$ cat config.mk
export PLATFORM = sky130hd
export DESIGN_NAME = pt_walker
export DESIGN_NICKNAME = d
export VERILOG_FILES = /design/src/rtl/ptw_pkg.sv /design/src/rtl/ptw_bounds.sv /design/src/rtl/ptw_check.sv /design/src/rtl/ptw_ctrl.sv /design/src/rtl/pt_walker.sv
export SDC_FILE = /design/constraint.sdc
export NUM_CORES = 1
export LEC_CHECK = 0
export ABC_AREA = 1
export BUFFER_PORTS_ARGS = -buffer_cell sky130_fd_sc_hd__buf_2
export CORE_MARGIN = 1
export CORE_UTILIZATION = 50
export CTS_CLUSTER_DIAMETER = 150
export DETAILED_ROUTE_END_ITERATION = 8
export PLACE_DENSITY = 0.81
export REMOVE_ABC_BUFFERS = 1
export SKIP_LAST_GASP = 1
export SYNTH_ARGS = -nofsm -noshare
export SYNTH_HDL_FRONTEND = slang
export SYNTH_SLANG_ARGS = --single-unit
$ cat constraint.sdc
create_clock -name clk -period 4.7 [get_ports clk]
set_clock_uncertainty 0.2 [all_clocks]
set_input_delay 0.705 -clock clk [delete_from_list [all_inputs] [get_ports clk]]
set_output_delay 0.705 -clock clk [all_outputs]
set_load 0.05 [all_outputs]
$ cat src/rtl/ptw_pkg.sv
package ptw_pkg;

    parameter int unsigned ADDR_W    = 32;
    parameter int unsigned OFF_W     = 12;
    parameter int unsigned PTE_SHIFT = 2;
    localparam int unsigned VPN_W    = ADDR_W - OFF_W;
    localparam int unsigned FLAG_W   = 5;
    localparam int unsigned RSVD_W   = OFF_W - FLAG_W;

    typedef enum logic [1:0] {
        CAUSE_BOUNDS  = 2'd0,
        CAUSE_INVALID = 2'd1,
        CAUSE_ABSENT  = 2'd2,
        CAUSE_WPROT   = 2'd3
    } cause_e;

    typedef struct packed {
        logic [VPN_W-1:0]  frame;
        logic [RSVD_W-1:0] rsvd;
        logic              modified;
        logic              used;
        logic              rdonly;
        logic              present;
        logic              valid;
    } pte_t;

    typedef struct packed {
        logic              fault;
        cause_e            cause;
        logic [ADDR_W-1:0] paddr;
        logic              wb;
        pte_t              wdata;
    } verdict_t;

    function automatic logic [ADDR_W-1:0] entry_addr(
        input logic [ADDR_W-1:0] base,
        input logic [VPN_W-1:0]  vpn
    );
        return base + (ADDR_W'(vpn) << PTE_SHIFT);
    endfunction

endpackage

$ cat src/rtl/ptw_bounds.sv
module ptw_bounds
    import ptw_pkg::*;
(
    input  logic [VPN_W-1:0]  vpn,
    input  logic [ADDR_W-1:0] base,
    input  logic [ADDR_W-1:0] len,
    output logic              out_of_range,
    output logic [ADDR_W-1:0] eaddr
);
    always_comb begin
        out_of_range = ADDR_W'(vpn) >= len;
        eaddr        = entry_addr(base, vpn);
    end
endmodule

$ cat src/rtl/ptw_check.sv
module ptw_check
    import ptw_pkg::*;
(
    input  pte_t             entry,
    input  logic             is_write,
    input  logic [OFF_W-1:0] offset,
    output verdict_t         verdict
);
    pte_t upd;

    always_comb begin
        upd          = entry;
        upd.used     = 1'b1;
        upd.modified = entry.modified | is_write;

        verdict       = '0;
        verdict.paddr = {entry.frame, offset};
        verdict.wdata = upd;
        if (!entry.valid) begin
            verdict.fault = 1'b1;
            verdict.cause = CAUSE_INVALID;
        end else if (!entry.present) begin
            verdict.fault = 1'b1;
            verdict.cause = CAUSE_ABSENT;
        end else if (is_write && entry.rdonly) begin
            verdict.fault = 1'b1;
            verdict.cause = CAUSE_WPROT;
        end else begin
            verdict.fault = 1'b0;
            verdict.cause = CAUSE_BOUNDS;
            verdict.wb    = (upd != entry);
        end
    end
endmodule

$ cat src/rtl/ptw_ctrl.sv
module ptw_ctrl
    import ptw_pkg::*;
(
    input  logic              clk,
    input  logic              rst,
    input  logic              req_valid,
    output logic              req_ready,
    input  logic [ADDR_W-1:0] req_vaddr,
    input  logic              req_write,
    input  logic              oob_in,
    input  logic [ADDR_W-1:0] eaddr_in,
    input  verdict_t          vd_in,
    output logic              wr_flag,
    output logic [OFF_W-1:0]  va_offset,
    output logic              resp_valid,
    output logic              resp_fault,
    output logic [1:0]        resp_cause,
    output logic [ADDR_W-1:0] resp_paddr,
    output logic [ADDR_W-1:0] resp_vaddr,
    output logic              mem_req,
    output logic              mem_we,
    output logic [ADDR_W-1:0] mem_addr,
    output logic [ADDR_W-1:0] mem_wdata,
    input  logic              mem_gnt,
    input  logic              mem_rvalid
);
    typedef enum logic [2:0] {
        ST_IDLE, ST_RD_REQ, ST_RD_WAIT, ST_WR_REQ, ST_RESP
    } state_e;

    state_e            st;
    logic [ADDR_W-1:0] va_q;
    logic              wr_q;
    logic [ADDR_W-1:0] ea_q;
    logic              flt_q;
    cause_e            cause_q;
    logic [ADDR_W-1:0] paddr_q;
    pte_t              wdata_q;

    always_ff @(posedge clk) begin
        if (rst) begin
            st      <= ST_IDLE;
            va_q    <= '0;
            wr_q    <= 1'b0;
            ea_q    <= '0;
            flt_q   <= 1'b0;
            cause_q <= CAUSE_BOUNDS;
            paddr_q <= '0;
            wdata_q <= '0;
        end else begin
            case (st)
                ST_IDLE: begin
                    if (req_valid) begin
                        va_q  <= req_vaddr;
                        wr_q  <= req_write;
                        ea_q  <= eaddr_in;
                        flt_q <= oob_in;
                        cause_q <= CAUSE_BOUNDS;
                        paddr_q <= '0;
                        st    <= oob_in ? ST_RESP : ST_RD_REQ;
                    end
                end
                ST_RD_REQ: if (mem_gnt) st <= ST_RD_WAIT;
                ST_RD_WAIT: begin
                    if (mem_rvalid) begin
                        flt_q   <= vd_in.fault;
                        cause_q <= vd_in.cause;
                        paddr_q <= vd_in.paddr;
                        wdata_q <= vd_in.wdata;
                        st <= (!vd_in.fault && vd_in.wb) ? ST_WR_REQ : ST_RESP;
                    end
                end
                ST_WR_REQ: if (mem_gnt) st <= ST_RESP;
                ST_RESP:   st <= ST_IDLE;
                default:   st <= ST_IDLE;
            endcase
        end
    end

    always_comb begin
        req_ready  = (st == ST_IDLE);
        mem_req    = (st == ST_RD_REQ) || (st == ST_WR_REQ);
        mem_we     = (st == ST_WR_REQ);
        mem_addr   = ea_q;
        mem_wdata  = wdata_q;
        resp_valid = (st == ST_RESP);
        resp_fault = flt_q;
        resp_cause = cause_q;
        resp_paddr = paddr_q;
        resp_vaddr = va_q;
        wr_flag    = wr_q;
        va_offset  = va_q[OFF_W-1:0];
    end

    p_bounds_nomem_r2: assert property (@(posedge clk) disable iff (rst)
        (req_valid && req_ready && oob_in) |=> !mem_req);

    p_hold_r3: assert property (@(posedge clk) disable iff (rst)
        (mem_req && !mem_gnt) |=> (mem_req && $stable(mem_addr) && $stable(mem_we)));

    p_wb_flags_r7: assert property (@(posedge clk) disable iff (rst)
        (mem_req && mem_we) |-> (mem_wdata[3] && (mem_wdata[4] || !wr_flag)));

    p_no_wb_fault_r8: assert property (@(posedge clk) disable iff (rst)
        (mem_req && mem_we) |-> !resp_fault);

    p_busy_r9: assert property (@(posedge clk) disable iff (rst)
        (req_valid && req_ready) |=> !req_ready);

    p_pulse_r9: assert property (@(posedge clk) disable iff (rst)
        resp_valid |=> !resp_valid);
endmodule

$ cat src/rtl/pt_walker.sv
module pt_walker
    import ptw_pkg::*;
(
    input  logic              clk,
    input  logic              rst,
    input  logic              req_valid,
    output logic              req_ready,
    input  logic [ADDR_W-1:0] req_vaddr,
    input  logic              req_write,
    input  logic [ADDR_W-1:0] pt_base,
    input  logic [ADDR_W-1:0] pt_len,
    output logic              resp_valid,
    output logic              resp_fault,
    output logic [1:0]        resp_cause,
    output logic [ADDR_W-1:0] resp_paddr,
    output logic [ADDR_W-1:0] resp_vaddr,
    output logic              mem_req,
    output logic              mem_we,
    output logic [ADDR_W-1:0] mem_addr,
    output logic [ADDR_W-1:0] mem_wdata,
    input  logic              mem_gnt,
    input  logic              mem_rvalid,
    input  logic [ADDR_W-1:0] mem_rdata
);
    logic              oob;
    logic [ADDR_W-1:0] eaddr;
    verdict_t          vd;
    logic              wr_flag;
    logic [OFF_W-1:0]  va_offset;

    ptw_bounds u_bounds (
        .vpn          (req_vaddr[ADDR_W-1:OFF_W]),
        .base         (pt_base),
        .len          (pt_len),
        .out_of_range (oob),
        .eaddr        (eaddr)
    );

    ptw_check u_check (
        .entry    (pte_t'(mem_rdata)),
        .is_write (wr_flag),
        .offset   (va_offset),
        .verdict  (vd)
    );

    ptw_ctrl u_ctrl (
        .clk        (clk),
        .rst        (rst),
        .req_valid  (req_valid),
        .req_ready  (req_ready),
        .req_vaddr  (req_vaddr),
        .req_write  (req_write),
        .oob_in     (oob),
        .eaddr_in   (eaddr),
        .vd_in      (vd),
        .wr_flag    (wr_flag),
        .va_offset  (va_offset),
        .resp_valid (resp_valid),
        .resp_fault (resp_fault),
        .resp_cause (resp_cause),
        .resp_paddr (resp_paddr),
        .resp_vaddr (resp_vaddr),
        .mem_req    (mem_req),
        .mem_we     (mem_we),
        .mem_addr   (mem_addr),
        .mem_wdata  (mem_wdata),
        .mem_gnt    (mem_gnt),
        .mem_rvalid (mem_rvalid)
    );
endmodule

Yosys cells after proc, flatten, opt, wreduce, memory -nomap -nowiden --
Cells that the tools add are included.
Word-level totals: register bits after elaboration 135, bits of input ports 134, output and inout port bits 135, word-level logic and storage cells 58
Operators by class: add/subtract/negate cells 1, $lt $le $gt $ge 1, equality and inequality tests 9, muxes and demuxes 22, bitwise logic cells 1, reduce and logical (&&, ||, !) cells 10
Operator list (count):
- two-way mux 32 bit | 2
- one-hot mux 32 bit (2 select lines) | 1
- adder 32 x 22 -> 32 bit | 1
- >= comparator 20 x 32 -> 1 bit | 1
- two-way mux 3 bit | 9
- one-hot mux 3 bit (4 select lines) | 1
- == test 3 x 2 -> 1 bit (second input constant) | 2
- != test 2 bit (second input constant) | 3
- two-way mux 1 bit | 5
- two-way mux 2 bit | 2
- one-hot mux 2 bit (2 select lines) | 1
- AND reduction 2 bit | 2
- AND reduction 4 bit | 1
- == test 3 x 1 -> 1 bit (second input constant) | 1
- == test 3 bit (second input constant) | 1
- zero test 3 bit | 1
- AND reduction 3 bit | 1
- logical AND 1 bit | 2
- != test 2 x 1 -> 1 bit (second input constant) | 1
- != test 2 bit | 1
- one-hot mux 1 bit (2 select lines) | 1
- nonzero test 2 bit | 1
- zero test 1 bit | 1
- logical OR 1 bit | 1
- bitwise OR 1 bit | 1

Depth between registers and ports, before layout --
depth after elaboration 9, depth in mapped cells 16, mapped depth without buffers 16

By module --
From an unflattened synthesis, not the netlist that was laid out.
Unflattened totals: cell total of the unflattened synthesis 1278, area, all modules 8423.1 µm²
By module, submodules not included:
- ptw_ctrl | times used 1, cells an instance 715, area an instance 5367.6 µm², sequential area each 2702.6 µm²
- ptw_bounds | times used 1, cells an instance 489, area an instance 2521.2 µm², sequential area each 0.0 µm²
- ptw_check | times used 1, cells an instance 74, area an instance 534.3 µm², sequential area each 0.0 µm²

Least setup slack after synthesis --
Ideal clock, no wire load.
kind register to output, start register u_ctrl.st[0], end output port mem_we, arrival 1920 ps, required time 3795 ps, path slack 1875 ps, stages on the path, launching flop included 5, path buffers 0, cells stage by stage dfxtp_1 > inv_1 > nor2_1 > inv_1 > nor2_1
On the way: word-level cells in the longest chain between the ends 1
Ends and longest elaborated chain:
- start: declaration | RTL line ptw_ctrl.sv:31 | state_e st;
- start signal: assignment | RTL line ptw_ctrl.sv:60 | st <= oob_in ? ST_RESP : ST_RD_REQ;
- start signal: assignment | RTL line ptw_ctrl.sv:70 | st <= (!vd_in.fault && vd_in.wb) ? ST_WR_REQ : ST_RESP;
- == test 3 x 2 -> 1 bit | RTL line ptw_ctrl.sv:83 | mem_we = (st == ST_WR_REQ);
- end: declaration | RTL line pt_walker.sv:18 | output logic mem_we,
Every way passes these cells.

Worst setup path after layout --
Same ends and word-level chain as after synthesis.

==> impl_metrics.py <==
metrics = {
    "run_status": {
        "status": "finished, final reports clean",
    },
    "cells_and_area": {
        "mostFrequentLayoutCells": "buf_2 (268), nand2_1 (175), nor2_1 (136)",
        "regArea_um2": 2703,
        "diodes": 0,
        "multi_input_area_um2": 3640,
        "fin_nets": 1398,
        "layout_commonest_cell": "buf_2",
        "area_growth_pct": 26.85,
        "final_layout_size_suffix_gt1_share_pct": 28.40,
        "fill_cells": 1260,
    },
    "sta": {
        "setup_viol": 0,
        "hold_viol_final": 0,
        "maxSlewHeadroom_pct": 32.21,
        "slew_violations": 0,
        "worst_pin_slew_ns": 1.016,
        "rsz0062_at_grt": "no",
        "max_freq_mhz": 422.1,
        "fin_crit_sh_pct": 50.41,
        "period_needed_ns": 2.369,
        "fin_tns_setup_ns": 0,
        "worst_slack_ns": 2.331,
    },
    "synth": {
        "synth.area.mux_share_pct": 0,
        "ys_ff_latch": 135,
        "yosysTopAreaCell": "dfxtp_1",
        "synth_top_family_by_area": "simple AND/OR/NAND/NOR gates",
        "synth-edff-count": 0,
        "yosysWarnings": 0,
        "netlist_instances": 981,
        "synth.yosys.seq_area_share_pct": 38.30,
        "yosysTopAreaCellShare_pct": 38.30,
        "post_synth_fa_ha_maj_area_fraction_pct": 7.377,
        "synth_top_flop_cell": "dfxtp_1",
        "yosysUniqueCellTypes": 44,
        "synth-xor-area-share_pct": 1.365,
        "synth_area_um2": 7056,
        "ys_async_sr_fraction_pct": 0,
        "synth.area.top_cells": "dfxtp_1 (38%), nand2_1 (9.3%), nor2_1 (7.2%)",
        "yosys.area_share.simple_pct": 24.01,
        "synth_area_per_cell_um2": 7.192,
        "synth-compound-area-share_pct": 18.83,
    },
    "clock_tree": {
        "htree_levels": 4,
        "hold_buffers": 0,
        "cts-root-buf": "clkbuf_16",
        "path_clk_slew_ns": 0.06,
        "clock_path_buffers": 2,
        "cts_setup_buffers": 0,
        "cts.sinks": 135,
        "tritoncts": "yes",
        "cts_buffers": 17,
        "clock_latency_ns": 0.41,
        "cts_resized": 0,
    },
    "die": {
        "core_area_um2": 13830,
        "die_h_um": 120.8,
        "std_cell_rows": 43,
        "boundaryPins": 269,
        "die_x_um": 120.8,
        "start_util_pct": 51.03,
        "dieArea_um2": 14590,
    },
    "detailed_routing": {
        "drc_errors": 0,
        "dr.pass1.iters": 5,
        "drt-total-wl_mm": 20.18,
        "viasPerCell": 5.108,
        "drt_iter0_drc": 571,
        "vias": 7233,
        "postRouteAntennaNets": 0,
        "routedWlPerCell_um": 14.25,
    },
    "power": {
        "pwr-share-clk_pct": 28.7,
        "p_switching_uw": 1939,
        "internal_power_uw": 2441,
        "combPwrFrac_pct": 38.6,
        "irDropWorstVdd_mv": 0.3353,
        "power.density_nw_per_um2": 489.4,
        "power_frac_seq_pct": 32.7,
        "swShare_pct": 44.26,
        "leakagePower_uw": 0.004698,
    },
    "worst_setup_path": {
        "cp.arrival_ns": 1.46,
        "r2r-end": "u_ctrl.mem_addr[13]",
        "cp_cell_sequence": "inv_1 -> nor2_1 -> inv_1 -> nor2_1 -> buf_2",
        "criticalPathCategory": "flop to output pin",
        "required_ns": 3.80,
        "rr_startpoint": "u_ctrl.st[2]",
        "crit_slowest_cell": "dfxtp_1",
        "crit_family": "buffers and inverters",
        "critPathCaptureType": "output pin",
        "max_stage_delay_ns": 0.35,
        "crit_buf_inv": 3,
        "rrSetupSlack_ns": 2.36,
        "cp_max_fo": 3,
        "cp-start-kind": "flop",
        "rr_worst_depth": 7,
    },
    "run": {
        "drv_cap": 0,
    },
    "global_route": {
        "grt_pass1_wl_mm": 31.81,
        "antenna_found_initial": 0,
        "track_usage_pct": 27.61,
        "first_global_vias": 6508,
        "overflow": 0,
        "grt_max_degree": 69,
    },
    "place": {
        "hpwlAfterDp_mm": 14.86,
        "place_congestion": 0.9147,
        "numPortBuffers": 268,
        "pre_cts_slack_ns": 1.948,
    },
    "worst_hold_path": {
        "hold_class": "flop to flop",
        "holdPathEnd": "u_ctrl.resp_paddr[17]",
        "hold_start": "u_ctrl.resp_paddr[17]",
        "whs_path_depth": 2,
    },
}
==> Yosys cell counts, types with 2 or more instances <==
master	n
buf_4	15
o21bai_1	22
a21o_1	3
nand2_2	12
nand2_1	175
nand3_2	4
ha_1	40
nand4_1	9
clkbuf_1	19
nor3_2	3
a21boi_2	2
nor3_1	5
o211ai_1	4
nor2_1	136
nor2_4	3
o21ai_0	82
inv_2	5
xor2_1	10
a21oi_2	4
o21ai_1	4
nand3b_1	3
nand3_1	33
o21a_1	8
a21oi_1	94
dfxtp_1	135
inv_1	113
buf_2	15
nor2_2	7
==> area by class of cell <==
class                      instances  area share (%)
timing repair buffer             273           15.41
clock inverter                    14           1.314
sequential                       135           30.20
inverter                         119           4.991
multi-input combinational        677           40.67
clock buffer                      18           4.907
tap                              180           2.516
==> per-stage QoR <==
step	area (µm²)	util [%]	total power (µW)	hold WS, ns	instances
2_1_floorplan	6789	-	2670	0.2642	931
3_3_place_gp	8393	60.70	3112	0.2441	1384
3_5_place_dp	8393	60.70	3137	0.2498	1384
4_1_cts	8950	64.73	4398	0.2598	1416
5_1_grt	8950	64.73	4605	0.2778	1416
6_report	8950	64.73	4380	0.2580	1416
==> worst min-delay path, delay by kind of cell (launching register included) <==
family             cells  cell delay, ns
and+or+nand+nor        1            0.06
DFF                    1            0.31
AOI/OAI and AO/OA      1            0.05
==> kinds of logic after synthesis <==
kind of cell             Yosys count
AO/OA/AOI/OAI                    232
buffers and inverters            169
XOR/XNOR                          11
flip-flops                       135
AND/OR/NAND/NOR                  393
adder cells (fa/ha/maj)           41
==> worst max path at each step <==
stage / from / endpoint / slack, ns / cells past startpoint
6_report: u_ctrl.st[0] / mem_we / 2.33 / 5
5_1_grt: u_ctrl.st[1] / u_ctrl.resp_paddr[7] / 2.14 / 7
4_1_cts: u_ctrl.st[0] / mem_we / 2.32 / 5
3_5_place_dp: rst / u_ctrl.resp_vaddr[29] / 1.95 / 6
3_3_place_gp: req_vaddr[12] / u_ctrl.mem_addr[28] / 1.99 / 16
2_1_floorplan: req_valid / u_ctrl.mem_addr[15] / 1.87 / 7
==> routing by layer <==
layer	vias up	track usage [%]	routed length (µm)
li1	3667	-	-
met5	-	0	0
met3	37	5.047	1277
met2	308	44.94	9459
met4	0	9.645	412
met1	3221	36.56	9030
==> power groups by stage <==
stage | Sequential [µW] | Clock [µW] | Combinational (µW)
final | 1430 | 1260 | 1690
after global routing | 1450 | 1330 | 1820
after CTS | 1430 | 1270 | 1690
after detailed placement | 1450 | 0 | 1680
after global placement | 1450 | 0 | 1660
after floorplan | 2060 | 0 | 610
==> state kept, by name, summed over array words and instances (netlist names) <==
register           flops
u_ctrl.wr_flag         1
u_ctrl.resp_cause      2
u_ctrl.resp_fault      1
u_ctrl.resp_vaddr     32
u_ctrl.st              3
u_ctrl.mem_wdata      32
u_ctrl.mem_addr       32
u_ctrl.resp_paddr     32
(Power assumes the default switching activity.)
